**config.mk**
```make
export PLATFORM = sky130hd
export DESIGN_NAME = wf_sched
export DESIGN_NICKNAME = d
export VERILOG_FILES = /design/src/rtl/wf_pkg.sv /design/src/rtl/wf_rst_sync.sv /design/src/rtl/wf_diag_bounds.sv /design/src/rtl/wf_pad_calc.sv /design/src/rtl/wf_delay_line.sv /design/src/rtl/wf_sched.sv
export SDC_FILE = /design/constraint.sdc
export NUM_CORES = 1
export LEC_CHECK = 0
export BUFFER_PORTS_ARGS = -buffer_cell sky130_fd_sc_hd__buf_2
export CORE_MARGIN = 3
export CORE_UTILIZATION = 29
export CTS_CLUSTER_DIAMETER = 200
export DETAILED_ROUTE_END_ITERATION = 10
export SYNTH_ARGS = -nofsm -noshare
export SYNTH_HDL_FRONTEND = slang
export SYNTH_SLANG_ARGS = --single-unit
```
**constraint.sdc**
```tcl
create_clock -name clk -period 6.4 [get_ports clk]
set_input_delay 0.96 -clock clk [delete_from_list [all_inputs] [get_ports clk]]
set_output_delay 0.96 -clock clk [all_outputs]
set_load 0.03 [all_outputs]
```
**src/rtl/wf_pkg.sv**
```systemverilog
package wf_pkg;
  typedef enum logic [1:0] {
    ST_IDLE = 2'd0,
    ST_CELL = 2'd1,
    ST_PAD  = 2'd2
  } wf_state_e;
endpackage

```
**src/rtl/wf_rst_sync.sv**
```systemverilog
module wf_rst_sync (
  input  logic clk,
  input  logic rst_n,
  output logic rst_sync_n
);
  logic meta_q;
  logic sync_q;

  always_ff @(posedge clk or negedge rst_n) begin
    if (!rst_n) begin
      meta_q <= 1'b0;
      sync_q <= 1'b0;
    end else begin
      meta_q <= 1'b1;
      sync_q <= meta_q;
    end
  end

  assign rst_sync_n = sync_q;
endmodule

```
**src/rtl/wf_diag_bounds.sv**
```systemverilog
// Row and column limits of one anti-diagonal k of an R x C matrix.
module wf_diag_bounds #(
  parameter int ROW_W  = 4,
  parameter int COL_W  = 4,
  parameter int DIAG_W = 5
) (
  input  logic [DIAG_W-1:0] diag_i,
  input  logic [ROW_W:0]    rows_i,
  input  logic [COL_W:0]    cols_i,
  output logic [ROW_W-1:0]  row_first_o,
  output logic [ROW_W-1:0]  row_last_o,
  output logic [COL_W-1:0]  col_first_o
);
  localparam int EW = DIAG_W + 2;

  logic [EW-1:0] k_x;
  logic [EW-1:0] r_x;
  logic [EW-1:0] c_x;

  assign k_x = EW'(diag_i);
  assign r_x = EW'(rows_i);
  assign c_x = EW'(cols_i);

  always_comb begin
    row_first_o = (k_x >= c_x) ? ROW_W'(k_x - c_x + EW'(1)) : '0;
    row_last_o  = (k_x <  r_x) ? ROW_W'(k_x) : ROW_W'(r_x - EW'(1));
    col_first_o = (k_x <  c_x) ? COL_W'(k_x) : COL_W'(c_x - EW'(1));
  end
endmodule

```
**src/rtl/wf_pad_calc.sv**
```systemverilog
// Number of idle slots owed after a diagonal of len_i cells.
module wf_pad_calc #(
  parameter int PIPE_DEPTH = 8,
  parameter int LEN_W      = 5,
  parameter int PAD_W      = 4
) (
  input  logic [LEN_W-1:0] len_i,
  output logic             need_pad_o,
  output logic [PAD_W-1:0] pad_o
);
  localparam int XW = ((LEN_W > PAD_W) ? LEN_W : PAD_W) + 1;

  logic [XW-1:0] len_x;
  logic [XW-1:0] depth_x;

  assign len_x   = XW'(len_i);
  assign depth_x = XW'(PIPE_DEPTH);

  always_comb begin
    need_pad_o = (len_x < depth_x);
    pad_o      = need_pad_o ? PAD_W'(depth_x - len_x) : '0;
  end
endmodule

```
**src/rtl/wf_delay_line.sv**
```systemverilog
// Fixed-latency stand-in for the compute pipeline; shifts once per consumed slot.
module wf_delay_line #(
  parameter int DEPTH = 8,
  parameter int WIDTH = 9
) (
  input  logic             clk,
  input  logic             rst_n,
  input  logic             adv_en,
  input  logic [WIDTH-1:0] din,
  output logic [WIDTH-1:0] dout
);
  generate
    if (DEPTH == 1) begin : g_single
      logic [WIDTH-1:0] stage_q;
      always_ff @(posedge clk or negedge rst_n) begin
        if (!rst_n) begin
          stage_q <= '0;
        end else if (adv_en) begin
          stage_q <= din;
        end
      end
      assign dout = stage_q;
    end else begin : g_chain
      logic [DEPTH-1:0][WIDTH-1:0] line_q;
      always_ff @(posedge clk or negedge rst_n) begin
        if (!rst_n) begin
          line_q <= '0;
        end else if (adv_en) begin
          line_q <= {line_q[DEPTH-2:0], din};
        end
      end
      assign dout = line_q[DEPTH-1];
    end
  endgenerate
endmodule

```
**src/rtl/wf_sched.sv**
```systemverilog
module wf_sched
  import wf_pkg::*;
#(
  parameter int ROW_W      = 4,
  parameter int COL_W      = 4,
  parameter int PIPE_DEPTH = 8,
  localparam int DIAG_W    = ((ROW_W > COL_W) ? ROW_W : COL_W) + 1
) (
  input  logic              clk,
  input  logic              rst_n,
  input  logic              start_i,
  input  logic [ROW_W:0]    rows_i,
  input  logic [COL_W:0]    cols_i,
  input  logic              ready_i,
  output logic              valid_o,
  output logic              bubble_o,
  output logic [ROW_W-1:0]  row_o,
  output logic [COL_W-1:0]  col_o,
  output logic [DIAG_W-1:0] diag_o,
  output logic              done_o,
  output logic              retire_valid_o,
  output logic [ROW_W-1:0]  retire_row_o,
  output logic [COL_W-1:0]  retire_col_o
);
  localparam int LEN_W = ROW_W + 1;
  localparam int PAD_W = $clog2(PIPE_DEPTH + 1);
  localparam int SW    = DIAG_W + 1;
  localparam int RW    = 1 + ROW_W + COL_W;

  logic rst_sync_n;

  wf_state_e         state_q, state_d;
  logic [ROW_W:0]    rows_q, rows_d;
  logic [COL_W:0]    cols_q, cols_d;
  logic [DIAG_W-1:0] diag_q, diag_d;
  logic [ROW_W-1:0]  row_q, row_d;
  logic [ROW_W-1:0]  row_last_q, row_last_d;
  logic [COL_W-1:0]  col_q, col_d;
  logic [LEN_W-1:0]  cnt_q, cnt_d;
  logic [PAD_W-1:0]  pad_q, pad_d;
  logic              done_q, done_d;

  logic              start_ok;
  logic              step_en;
  logic              at_last_diag;
  logic [SW-1:0]     last_diag_x;
  logic [DIAG_W-1:0] diag_next;
  logic [ROW_W-1:0]  nb_row_first;
  logic [ROW_W-1:0]  nb_row_last;
  logic [COL_W-1:0]  nb_col_first;
  logic              need_pad;
  logic [PAD_W-1:0]  pad_cnt;
  logic [RW-1:0]     retire_w;

  wf_rst_sync u_rst_sync (
    .clk        (clk),
    .rst_n      (rst_n),
    .rst_sync_n (rst_sync_n)
  );

  assign diag_next = diag_q + 1'b1;

  wf_diag_bounds #(
    .ROW_W  (ROW_W),
    .COL_W  (COL_W),
    .DIAG_W (DIAG_W)
  ) u_bounds (
    .diag_i      (diag_next),
    .rows_i      (rows_q),
    .cols_i      (cols_q),
    .row_first_o (nb_row_first),
    .row_last_o  (nb_row_last),
    .col_first_o (nb_col_first)
  );

  wf_pad_calc #(
    .PIPE_DEPTH (PIPE_DEPTH),
    .LEN_W      (LEN_W),
    .PAD_W      (PAD_W)
  ) u_pad (
    .len_i      (cnt_q + LEN_W'(1)),
    .need_pad_o (need_pad),
    .pad_o      (pad_cnt)
  );

  assign start_ok     = start_i && (rows_i != '0) && (cols_i != '0);
  assign last_diag_x  = SW'(rows_q) + SW'(cols_q) - SW'(2);
  assign at_last_diag = (SW'(diag_q) == last_diag_x);
  assign step_en      = (state_q == ST_IDLE) ? start_ok : ready_i;

  // Next-state logic; takes effect only on step_en.
  always_comb begin
    state_d    = state_q;
    rows_d     = rows_q;
    cols_d     = cols_q;
    diag_d     = diag_q;
    row_d      = row_q;
    row_last_d = row_last_q;
    col_d      = col_q;
    cnt_d      = cnt_q;
    pad_d      = pad_q;
    done_d     = 1'b0;
    case (state_q)
      ST_IDLE: begin
        state_d    = ST_CELL;
        rows_d     = rows_i;
        cols_d     = cols_i;
        diag_d     = '0;
        row_d      = '0;
        row_last_d = '0;
        col_d      = '0;
        cnt_d      = '0;
        pad_d      = '0;
      end
      ST_CELL: begin
        if (row_q != row_last_q) begin
          row_d = row_q + 1'b1;
          col_d = col_q - 1'b1;
          cnt_d = cnt_q + 1'b1;
        end else if (at_last_diag) begin
          state_d = ST_IDLE;
          done_d  = 1'b1;
        end else if (need_pad) begin
          state_d = ST_PAD;
          pad_d   = pad_cnt;
        end else begin
          state_d    = ST_CELL;
          diag_d     = diag_next;
          row_d      = nb_row_first;
          row_last_d = nb_row_last;
          col_d      = nb_col_first;
          cnt_d      = '0;
        end
      end
      ST_PAD: begin
        if (pad_q == PAD_W'(1)) begin
          state_d    = ST_CELL;
          diag_d     = diag_next;
          row_d      = nb_row_first;
          row_last_d = nb_row_last;
          col_d      = nb_col_first;
          cnt_d      = '0;
          pad_d      = '0;
        end else begin
          pad_d = pad_q - 1'b1;
        end
      end
      default: state_d = ST_IDLE;
    endcase
  end

  always_ff @(posedge clk or negedge rst_sync_n) begin
    if (!rst_sync_n) begin
      state_q    <= ST_IDLE;
      rows_q     <= '0;
      cols_q     <= '0;
      diag_q     <= '0;
      row_q      <= '0;
      row_last_q <= '0;
      col_q      <= '0;
      cnt_q      <= '0;
      pad_q      <= '0;
    end else if (step_en) begin
      state_q    <= state_d;
      rows_q     <= rows_d;
      cols_q     <= cols_d;
      diag_q     <= diag_d;
      row_q      <= row_d;
      row_last_q <= row_last_d;
      col_q      <= col_d;
      cnt_q      <= cnt_d;
      pad_q      <= pad_d;
    end
  end

  always_ff @(posedge clk or negedge rst_sync_n) begin
    if (!rst_sync_n) begin
      done_q <= 1'b0;
    end else begin
      done_q <= step_en && done_d;
    end
  end

  assign valid_o  = (state_q == ST_CELL);
  assign bubble_o = (state_q == ST_PAD);
  assign row_o    = row_q;
  assign col_o    = col_q;
  assign diag_o   = diag_q;
  assign done_o   = done_q;

  wf_delay_line #(
    .DEPTH (PIPE_DEPTH),
    .WIDTH (RW)
  ) u_stand_in (
    .clk    (clk),
    .rst_n  (rst_sync_n),
    .adv_en (ready_i),
    .din    ({valid_o, row_q, col_q}),
    .dout   (retire_w)
  );

  assign retire_valid_o = retire_w[RW-1];
  assign retire_row_o   = retire_w[RW-2 -: ROW_W];
  assign retire_col_o   = retire_w[COL_W-1:0];
endmodule

```
Yosys cells after proc, flatten, opt, wreduce, memory -nomap -nowiden
Cells that the tools add are included.
{ "word_totals": {"regBits": 113, "inputBits": 14, "output_inout_bits": 25, "wordCells": 102} }
{ "classes": {"n_addsub": 12, "n_lt_le_gt_ge": 4, "eq_ne": 12, "mux": 42, "reduce_logical": 12} }
{ "ops": {"columns": ["cell", "count"], "rows": [
  ["2-to-1 mux 4 bit", 19],
  ["one-hot mux 4 bit (3 select lines)", 4],
  ["2-to-1 mux 5 bit", 8],
  ["one-hot mux 5 bit (3 select lines)", 2],
  ["subtractor 4 x 1 -> 4 bit, second input constant", 4],
  ["adder 5 x 1 -> 5 bit, second input constant", 2],
  ["< comparator 5 bit", 2],
  ["AND reduction 5 bit", 2],
  ["nonzero test 5 bit", 2],
  ["adder 4 x 1 -> 4 bit, second input constant", 2],
  ["2-to-1 mux 2 bit", 4],
  ["adder 5 x 5 -> 6 bit", 1],
  ["equality test 5 x 6 -> 1 bit", 1],
  ["!= test 2 bit, second input constant", 3],
  ["!= test 3 x 2 -> 1 bit, second input constant", 2],
  ["one-hot mux 2 bit (3 select lines)", 1],
  ["AND reduction 6 bit", 1],
  ["subtractor 6 x 2 -> 6 bit, second input constant", 1],
  ["greater-or-equal comparator 5 bit", 1],
  ["< comparator 5 x 4 -> 1 bit, second input constant", 1],
  ["equality test 4 x 1 -> 1 bit, second input constant", 1],
  ["2-to-1 mux 1 bit", 4],
  ["!= test 2 x 1 -> 1 bit, second input constant", 2],
  ["!= test 4 bit", 1],
  ["9 further kinds", 11]
]} }

Depth between registers and ports, before layout
Gate-level depths: netlist of run 1.
{ "depth": {"ltp_word": 8, "depth_mapped": 13, "ltp_nobuf": 12} }

Hierarchy
A second synthesis of run 1 with hierarchy kept.
{ "unflattened": {"hier_cells": 538, "hier_area_um2": 6456.2} }
{ "by_module_without_submodules": {"columns": ["module", "n_inst", "cells_per_inst", "area_each_um2", "seq_area_each_um2"], "rows": [
  ["wf_delay_line", 1, 161, 3094.2, 1801.7],
  ["wf_sched", 1, 300, 2721.4, 975.9],
  ["wf_diag_bounds", 1, 65, 510.5, 0.0],
  ["wf_pad_calc", 1, 9, 76.3, 0.0],
  ["wf_rst_sync", 1, 3, 53.8, 50.0]
]} }

Worst setup path before layout of run 1
OpenSTA, ideal clock, no wires.
{ "synth_timing": {"path_kind": "register to register", "startpoint": "register cols_q[1]", "endpoint": "register col_q[1] (netlist: col_o[1])", "setup_ns": 0.127, "arrival_time_ns": 2.751, "required_ns": 6.273, "setup_slack_ns": 3.521, "path_stages_with_launch": 13, "path_buffers": 0, "period_less_slack_ns": 2.879, "path_cell_list": "dfrtp_1 inv_1 ha_1 inv_1 ha_1 inv_1 fa_1 nand3b_1 nand2_1 xor2_1 o21ai_1 a21oi_1 mux2_1"} }
{ "synth_via": {"elab_chain_len": 6, "elab_cells_between_ends": 13, "classes_between": "add/sub (3); order compare (1); eq/ne (2); mux (6); reduce/logical (1)"} }
{ "synth_rtl": {"columns": ["element", "line_no", "text"], "rows": [
  ["from (decl)", "wf_sched.sv:34", "logic [COL_W:0] cols_q, cols_d;"],
  ["from (signal assigned)", "wf_sched.sv:166", "cols_q <= cols_d;"],
  ["branches (longest 6 deep; another with adder 5 x 5 -> 6 bit)", null, null],
  ["to (signal assigned)", "wf_sched.sv:170", "col_q <= col_d;"],
  ["to (decl)", "wf_sched.sv:38", "logic [COL_W-1:0] col_q, col_d;"]
]} }
Several ways; the timed one is not identified. The select of a mux whose other input is x is not followed.
A chain may end at the register's enable or synchronous reset.

Worst setup path in the final report of run 1
Ends and elaborated chain as after synthesis.

==> results.txt, run 1 <==
Tcrit/Tclk final = 52.4%
Arrival @ worst endpoint = 3.66 ns
First-pass GRT wire length = 20.8 mm
Setup Skew = 0.00884 ns
VDD IR max = 0.244 mV
Routed Antenna Nets = 0
Worst relative slew slack = 40.3%
Post-Place Cell Area = 6270 um2
Chip width = 148 um
TritonCTS clock tree = built
Diode count = 0
Die span in y = 148 um
H-tree Lvls = 4
Adder-cell area share of the yosys netlist = 8.14%
Post-synthesis compound-gate area fraction = 11.2%
# resized after CTS = 0
GP Congestion = 0.814
Most common cell after layout, fill and taps aside = dfrtp_1
Part of the power in the clock network = 27.3%
Clock slew at the register clock pins of the worst setup and hold paths = 0.06 ns
Post-CTS Setup Repair Bufs = 0
CTS Hold Bufs = 0
R2R cell count = 12
Final Slew Violations = 0
Fin area = 6920 um2
Sink Count = 113
Synth cell types = 60
Crit-path max FO = 6
Top Ports = 39
Final hold viol count = 0
Fin nets = 591
Setup-failing EPs final = 0
Largest family of logic cells by synthesized area = multiplexers
Area delta synth->final = 17.9%
Fin Setup TNS = 0 ns
First-pass DRT Iterations = 4
DRT Wirelength = 12.4 mm
Final Critical Period = 3.35 ns
Number of global-route vias before repair = 4,156
Core footprint = 19,700 um2
Int Power = 0.00227 W
Simple-Gate Fraction of Synth Area = 7.54%
Crit start category = flop
Top FF cell, synth = dfrtp_1
EDFF count, synth = 0
Status = finished, final reports clean
Largest net degree at the start of global routing = 74
IO buf count = 38
Crit Path Category = flop to flop
Post-synthesis sequential area ratio = 48.2%
Routed WL per cell = 15.1 um
Switching pwr = 0.00151 W
Fraction of layout cells with a size suffix above 1 = 29.7%
Worst setup path endpoint = col_o[1]$_DFFE_PN0P_
Achievable Freq = 298 MHz
Clock Tree Root = clkbuf_16
Most frequent cells in the layout = dfrtp_1 (112), mux2_2 (75), buf_2 (38)
DP Wirelength = 8.60 mm
Cells after synthesis = 507
GR Layer Usage met1 = 14.7%
Synth Cell Area = 5870 um2
Measured slew at the worst slew-check pin = 0.895 ns
Hold Path Class = input pin to asynchronous set/reset pin
Vias = 3,888
Syn_nets = 558
Portion of netlist area occupied by mux cells = 15.8%
Busiest grt layer = met2
FF-to-FF Start = cols_q[1]$_DFFE_PN0P_
Initial antenna violation count = 0
Via-to-Cell Ratio = 4.75
Power per Cell Area = 546 nW/um2
DR DRC count = 0
Seq pwr share = 29.8%
Async set-reset flop share out of synthesis = 100%
Max Cap Viol = 0
Synth Register Bits = 113
R2r setup slk = 3.05 ns
Worst flop-to-flop path endpoint = col_o[1]$_DFFE_PN0P_
Die ar. = 22,000 um2
Met3 usage = 3.20%
Synthesized area per cell = 11.6 um2
Switching Share = 40.0%
XOR/XNOR share of the synthesized area = 4.33%
GR Overflow Total = 0
WP data required = 6.70 ns
Total track usage = 11.9%
Clk buf depth = 2
Row count = 51
Initial Utilization = 29.9%
GR Util met2 = 19.8%
Initial drt markers = 225
P_leak = 3.37 nW
Kind of end point of the critical path = flop
Ys Warns = 0
Clock latency on the worst-skew pair = 0.42 ns
Clock buffer count from CTS = 17
Unrepaired setup endpoints after global routing = no
Crit path from = cols_q[1]$_DFFE_PN0P_
Logic pwr share = 42.9%
critical path, cell delays in order (launching register included):
cell and delay (ns):
dfrtp_1 0.40, inv_1 0.14, ha_1 0.25, inv_1 0.07, ha_1 0.17, inv_1 0.06
fa_1 0.39, nand3b_1 0.17, nand2_1 0.08, xor2_1 0.44, o21ai_1 0.21, a21oi_1 0.49
mux2_1 0.37
cell type report:
| class | instances | area, um2 |
|---|---|---|
| Clock buffer | 19 | 453 |
| Clock inverter | 13 | 195 |
| Fill cell | 1978 | 12700 |
| Inverter | 38 | 143 |
| Multi-Input combinational cell | 330 | 2760 |
| Sequential cell | 113 | 2830 |
| Tap cell | 265 | 332 |
| Timing Repair Buffer | 40 | 205 |
power groups by stage:
| stage | clock, W | combinational, W | sequential, W |
|---|---|---|---|
| floorplan | 0 | 0.00124 | 0.00113 |
| global placement | 0 | 0.00155 | 0.00113 |
| global route | 0.00109 | 0.00180 | 0.00116 |
| finish | 0.00103 | 0.00162 | 0.00113 |
| detailed placement | 0 | 0.00162 | 0.00114 |
| CTS | 0.00105 | 0.00163 | 0.00113 |
how the worst min path moves through the flow:
stage	startpoint	endpoint	slack, ns	depth (start not counted)
finish	rst_n	u_rst_sync.rst_sync_n$_DFF_PN0_	0.32	1
global placement	u_rst_sync.meta_q$_DFF_PN0_	u_rst_sync.rst_sync_n$_DFF_PN0_	0.34	0
floorplan	u_rst_sync.meta_q$_DFF_PN0_	u_rst_sync.rst_sync_n$_DFF_PN0_	0.33	0
detailed placement	u_rst_sync.meta_q$_DFF_PN0_	u_rst_sync.rst_sync_n$_DFF_PN0_	0.34	0
global route	rst_n	u_rst_sync.rst_sync_n$_DFF_PN0_	0.30	1
CTS	rst_n	u_rst_sync.rst_sync_n$_DFF_PN0_	0.30	1
synth_stat cells, drive strengths merged, types with 2 or more instances:
cell	number	area share [%]
fa	2	0.68
o2bb2ai	4	0.60
o211ai	2	0.34
or4	3	0.38
nand4	3	0.32
o22ai	5	0.53
o21bai	2	0.26
nand2b	2	0.21
nor3	9	0.77
o31ai	13	2.3
a211oi	3	0.38
a21o	3	0.38
nand2	28	1.8
o41ai	2	0.62
nor3b	2	0.26
o21a	3	0.38
nand3	12	1.1
xor2	14	2.1
and2	2	0.21
o21ai	27	2.4
nand3b	2	0.26
nor2	17	1.1
nor2b	3	0.32
mux2i	6	1.0
clkbuf	5	0.32
and3	2	0.21
or2	2	0.21
ha	35	7.5
xnor2	15	2.2
dfrtp	113	48
inv	38	2.4
mux2	77	15
buf	21	2.0
o221ai	2	0.30
a21oi	15	1.3
o32ai	2	0.30
through the flow:
step | instances | power, W | hold WS (ns) | worst slack, ns | utilization (%)
floorplan | 507 | 0.00237 | 0.331 | 3.02 | -
global placement | 786 | 0.00268 | 0.339 | 3.00 | 31.9
detailed placement | 786 | 0.00275 | 0.336 | 2.90 | 31.9
CTS | 818 | 0.00382 | 0.298 | 3.02 | 35.2
global route | 818 | 0.00405 | 0.296 | 2.76 | 35.2
finish | 818 | 0.00378 | 0.316 | 3.05 | 35.2
logic make-up (layout without fill, tap and decap cells):
logic type | after synthesis | in the layout
other cells | 1 | 1
compound gates | 90 | 90
simple gates | 90 | 90
buf+inv | 64 | 110
mux | 83 | 83
fa+ha+maj | 37 | 37
flops | 113 | 113
xor+xnor | 29 | 29
registers in the layout (all words and copies together) (netlist names), 2 cells and up:
signal                     cells
cnt_q                          5
col_o                          4
cols_q                         5
diag_o                         5
pad_q                          4
row_last_q                     4
row_o                          4
rows_q                         5
state_q                        2
u_stand_in.dout                9
u_stand_in.g_chain.line_q     63
layer usage:
metal  up-vias  share of wire, %
met3        20               3.6
met5         -                 0
met4         0               1.8
met1      1938                46
li1       1853                 -
met2        77                49
(Power assumes the default switching activity.)
==> run 2: changes to the inputs <==
--- a/config.mk
+++ b/config.mk
@@ -5,6 +5,7 @@
 export SDC_FILE = /design/constraint.sdc
 export NUM_CORES = 1
 export LEC_CHECK = 0
+export ABC_AREA = 1
 export BUFFER_PORTS_ARGS = -buffer_cell sky130_fd_sc_hd__buf_2
 export CORE_MARGIN = 3
 export CORE_UTILIZATION = 29
==> constraint.sdc (replaced) <==
create_clock -name clk -period 3.2 [get_ports clk]
set_input_delay 0.48 -clock clk [delete_from_list [all_inputs] [get_ports clk]]
set_output_delay 0.48 -clock clk [all_outputs]
set_load 0.03 [all_outputs]
==> results.txt, run 2 <==
Via-to-Cell Ratio = 4.30 (was 4.75)
Clock slew at the register clock pins of the worst setup and hold paths = 0.06 ns (about the same)
Top Ports = 39 (unchanged)
Initial Utilization = 30.1% (was 29.9%)
Synth cell types = 37 (was 60)
EDFF count, synth = 0 (unchanged)
Area occupied by multi-input gates = 2600 um2 (was 2760 um2)
Initial antenna violation count = 0 (unchanged)
Post-synthesis sequential area ratio = 47.3% (was 48.2%)
Clock latency on the worst-skew pair = 0.42 ns (about the same)
Async set-reset flop share out of synthesis = 100% (unchanged)
Largest net degree at the start of global routing = 128 (was 74)
Chip width = 150 um (was 148 um)
TritonCTS clock tree = built (unchanged)
Core footprint = 19,800 um2 (was 19,700 um2)
Max Cap Viol = 0 (unchanged)
Post-CTS Setup Repair Bufs = 0 (unchanged)
Clock buffer count from CTS = 17 (unchanged)
Setup WS post-layout = 0.343 ns (was 3.05 ns)
Fraction of layout cells with a size suffix above 1 = 14.7% (was 29.7%)
HP Start = rows_i[1]
Total track usage = 11.3% (was 11.9%)
Synth Cell Area = 5980 um2 (was 5870 um2)
Fillers = 2,059 (was 1,978)
Die ar. = 22,400 um2 (was 22,000 um2)
Pre-CTS setup slack = 0.357 ns (was 2.90 ns)
DR DRC count = 0 (unchanged)
GR Overflow Total = 0 (unchanged)
Vias = 4,331 (was 3,888)
Fin area = 6940 um2 (was 6920 um2)
Largest reg by FF count = u_stand_in.g_chain.line_q (unchanged)
DRT Wirelength = 11.7 mm (was 12.4 mm)
Largest area contributor in the netlist = dfrtp_1 (unchanged)
WP data required = 3.56 ns (was 6.70 ns)
GP Congestion = 0.851 (was 0.814)
First-pass GRT wire length = 20.3 mm (was 20.8 mm)
R2r setup slk = 0.34 ns (was 3.05 ns)
Worst relative slew slack = 43.2% (was 40.3%)
Top post-synthesis cells by area = dfrtp_1 (47%), nand2_1 (9.9%), ha_1 (7.3%) (was dfrtp_1 (48%), mux2_2 (14%), ha_1 (7.5%))
Synth top area share = 47.3% (was 48.2%)
Status = finished, final reports clean (unchanged)
VDD IR max = 0.496 mV (was 0.244 mV)
H-tree Lvls = 4 (unchanged)
Final Slew Violations = 0 (unchanged)
Diode count = 0 (unchanged)
Top FF cell, synth = dfrtp_1 (unchanged)
IO buf count = 38 (unchanged)
Max stage delay on crit path = 0.52 ns (was 0.49 ns)
Kind of end point of the critical path = flop (unchanged)
Most common cell after layout, fill and taps aside = nand2_1 (was dfrtp_1)
Synth Register Bits = 113 (unchanged)
Hold Path Class = input pin to flop (was input pin to asynchronous set/reset pin)
Crit start category = flop (unchanged)
Finished Core Util = 35.0% (was 35.2%)
Setup-failing EPs final = 0 (unchanged)
Number of global-route vias before repair = 4,158 (was 4,156)
Achievable Freq = 350 MHz (was 298 MHz)
Clock Tree Root = clkbuf_16 (unchanged)
Synthesized area per cell = 8.56 um2 (was 11.6 um2)
Arrival @ worst endpoint = 3.22 ns (was 3.66 ns)
Final Critical Period = 2.86 ns (was 3.35 ns)
Unrepaired setup endpoints after global routing = no (unchanged)
R2R cell count = 11 (was 12)
P_leak = 3.45 nW (was 3.37 nW)
Worst path cell trace = ha_1 -> xnor2_1 -> inv_1 -> ha_1 -> fa_1 -> xnor2_1 -> xor2_1 -> nand3_1 -> a21oi_1 -> nand3_1 -> nand2_1 (was inv_1 -> ha_1 -> inv_1 -> ha_1 -> inv_1 -> fa_1 -> nand3b_1 -> nand2_1 -> xor2_1 -> o21ai_1 -> a21oi_1 -> mux2_1)
Area delta synth->final = 16.0% (was 17.9%)
Fin nets = 781 (was 591)
First-pass DRT Iterations = 4 (unchanged)
Dominant cell by count in the synthesized netlist = nand2_1 (was dfrtp_1)
Power per Cell Area = 992 nW/um2 (was 546 nW/um2)
Final hold viol count = 0 (unchanged)
Fin Setup TNS = 0 ns (unchanged)
Sink Count = 113 (unchanged)
Setup Skew = 0.0115 ns (was 0.00884 ns)
FF-to-FF Start = diag_o[0]$_DFFE_PN0P_ (was cols_q[1]$_DFFE_PN0P_)
Initial drt markers = 360 (was 225)
Clk buf depth = 2 (unchanged)
Most frequent cells in the layout = nand2_1 (158), dfrtp_1 (112), inv_1 (96) (was dfrtp_1 (112), mux2_2 (75), buf_2 (38))
Tcrit/Tclk final = 89.3% (was 52.4%)
Cells after synthesis = 699 (was 507)
Die span in y = 150 um (was 148 um)
Crit-path max FO = 11 (was 6)
Crit Path Category = flop to flop (unchanged)
Hold Path End = rows_q[1]$_DFFE_PN0P_
Syn_nets = 750 (was 558)
Worst flop-to-flop path endpoint = row_o[3]$_DFFE_PN0P_ (was col_o[1]$_DFFE_PN0P_)
Ys Warns = 0 (unchanged)
Routed WL per cell = 11.6 um (was 15.1 um)
DP Wirelength = 8.08 mm (was 8.60 mm)
Post-Place Cell Area = 6380 um2 (was 6270 um2)
FF+latch area = 2830 um2 (unchanged)
Row count = 51 (unchanged)
Routed Antenna Nets = 0 (unchanged)
Hold Crit Depth = 3
Commonest cells in the netlist = nand2_1 (158), dfrtp_1 (113), inv_1 (96), nor2_1 (51), a21oi_1 (45) (was dfrtp_1 (113), mux2_2 (75), inv_1 (36), ha_1 (35), nand2_1 (28))
Measured slew at the worst slew-check pin = 0.852 ns (was 0.895 ns)
Highest-delay cell along the critical path = dfrtp_1 (was a21oi_1)
Largest register FFs = 63 (unchanged)
## run 2: cell count changes after synthesis, sizes merged, moves of 9 or more
cell | previous run | this run
o31ai | 13 | 0
nand3 | 12 | 41
clkbuf | 5 | 14
mux2 | 77 | 17
nand2 | 28 | 163
inv | 38 | 99
o21ai | 27 | 46
nand4 | 3 | 18
a21oi | 15 | 45
nor2 | 17 | 57
## run 2: worst max-delay path by stage
stage | end | depth (start not counted) | startpoint
floorplan | row_o[3]$_DFFE_PN0P_ | 11 | diag_o[1]$_DFFE_PN0P_
CTS | row_o[3]$_DFFE_PN0P_ | 11 | diag_o[0]$_DFFE_PN0P_
global route | row_o[3]$_DFFE_PN0P_ | 11 | diag_o[0]$_DFFE_PN0P_
finish | row_o[3]$_DFFE_PN0P_ | 11 | diag_o[0]$_DFFE_PN0P_
global placement | row_o[3]$_DFFE_PN0P_ | 11 | diag_o[0]$_DFFE_PN0P_
detailed placement | row_o[3]$_DFFE_PN0P_ | 11 | diag_o[0]$_DFFE_PN0P_
## run 2: layout make-up
type / instances / share of cell area [%]
well taps: 265 / 4.78
flip-flops and latches: 113 / 40.8
repair buffers: 43 / 3.72
clock buffers: 20 / 6.58
multi-input cells: 455 / 37.5
inverters: 100 / 5.41
clock inverters: 12 / 1.23
## run 2: what timing repair did
action | CTS | global route
hold buffers | 1 | 0
gates resized for setup | 0 | 0
hold endpoints to repair | 2 | 0
## run 2: worst max-delay path: cells and delay by family, from the launching register on
kind / cells / cell delay (ns)
adder cells (fa/ha/maj): 3 / 1.11
XOR/XNOR: 3 / 0.60
flip-flops: 1 / 0.52
AND/OR/NAND/NOR: 3 / 0.26
buffers and inverters: 1 / 0.16
AO/OA/AOI/OAI: 1 / 0.16
## run 2: metrics by stage
| step | total power, W | std cells | hold slack (ns) |
|---|---|---|---|
| 6_report | 0.00688 | 1008 | 0.329 |
| 4_1_cts | 0.00695 | 1008 | 0.314 |
| 3_5_place_dp | 0.00520 | 975 | 0.268 |
| 5_1_grt | 0.00752 | 1008 | 0.340 |
| 2_1_floorplan | 0.00454 | 699 | 0.184 |
| 3_3_place_gp | 0.00515 | 975 | 0.267 |
## run 2: report_power, final
part	total, W	internal, W	switching (W)
logic	0.00311	0.00107	0.00203
clock network	0.00171	0.00103	0.000679
registers	0.00207	0.00178	0.000292
total	0.00688	0.00388	0.00300
## run 2: routing by layer
layer | vias to the layer above | track usage (%) | share of wire [%]
met3 | 13 | 3.85 | 4.7
met4 | 0 | 4.07 | 1.5
met1 | 1964 | 15.6 | 50
li1 | 2290 | - | -
met5 | - | 0 | 0
met2 | 64 | 16.7 | 44
## run 2: kinds of logic (layout without fill, tap and decap cells)
group	Yosys count	after routing	synth area share, %
AO/OA/AOI/OAI	93	93	7.86
adder cells (fa/ha/maj)	37	37	7.99
flip-flops	113	113	47.3
multiplexers	17	17	3.20
buffers and inverters	131	175	9.29
other	1	1	0.0627
AND/OR/NAND/NOR	289	289	21.7
XOR/XNOR	18	18	2.64
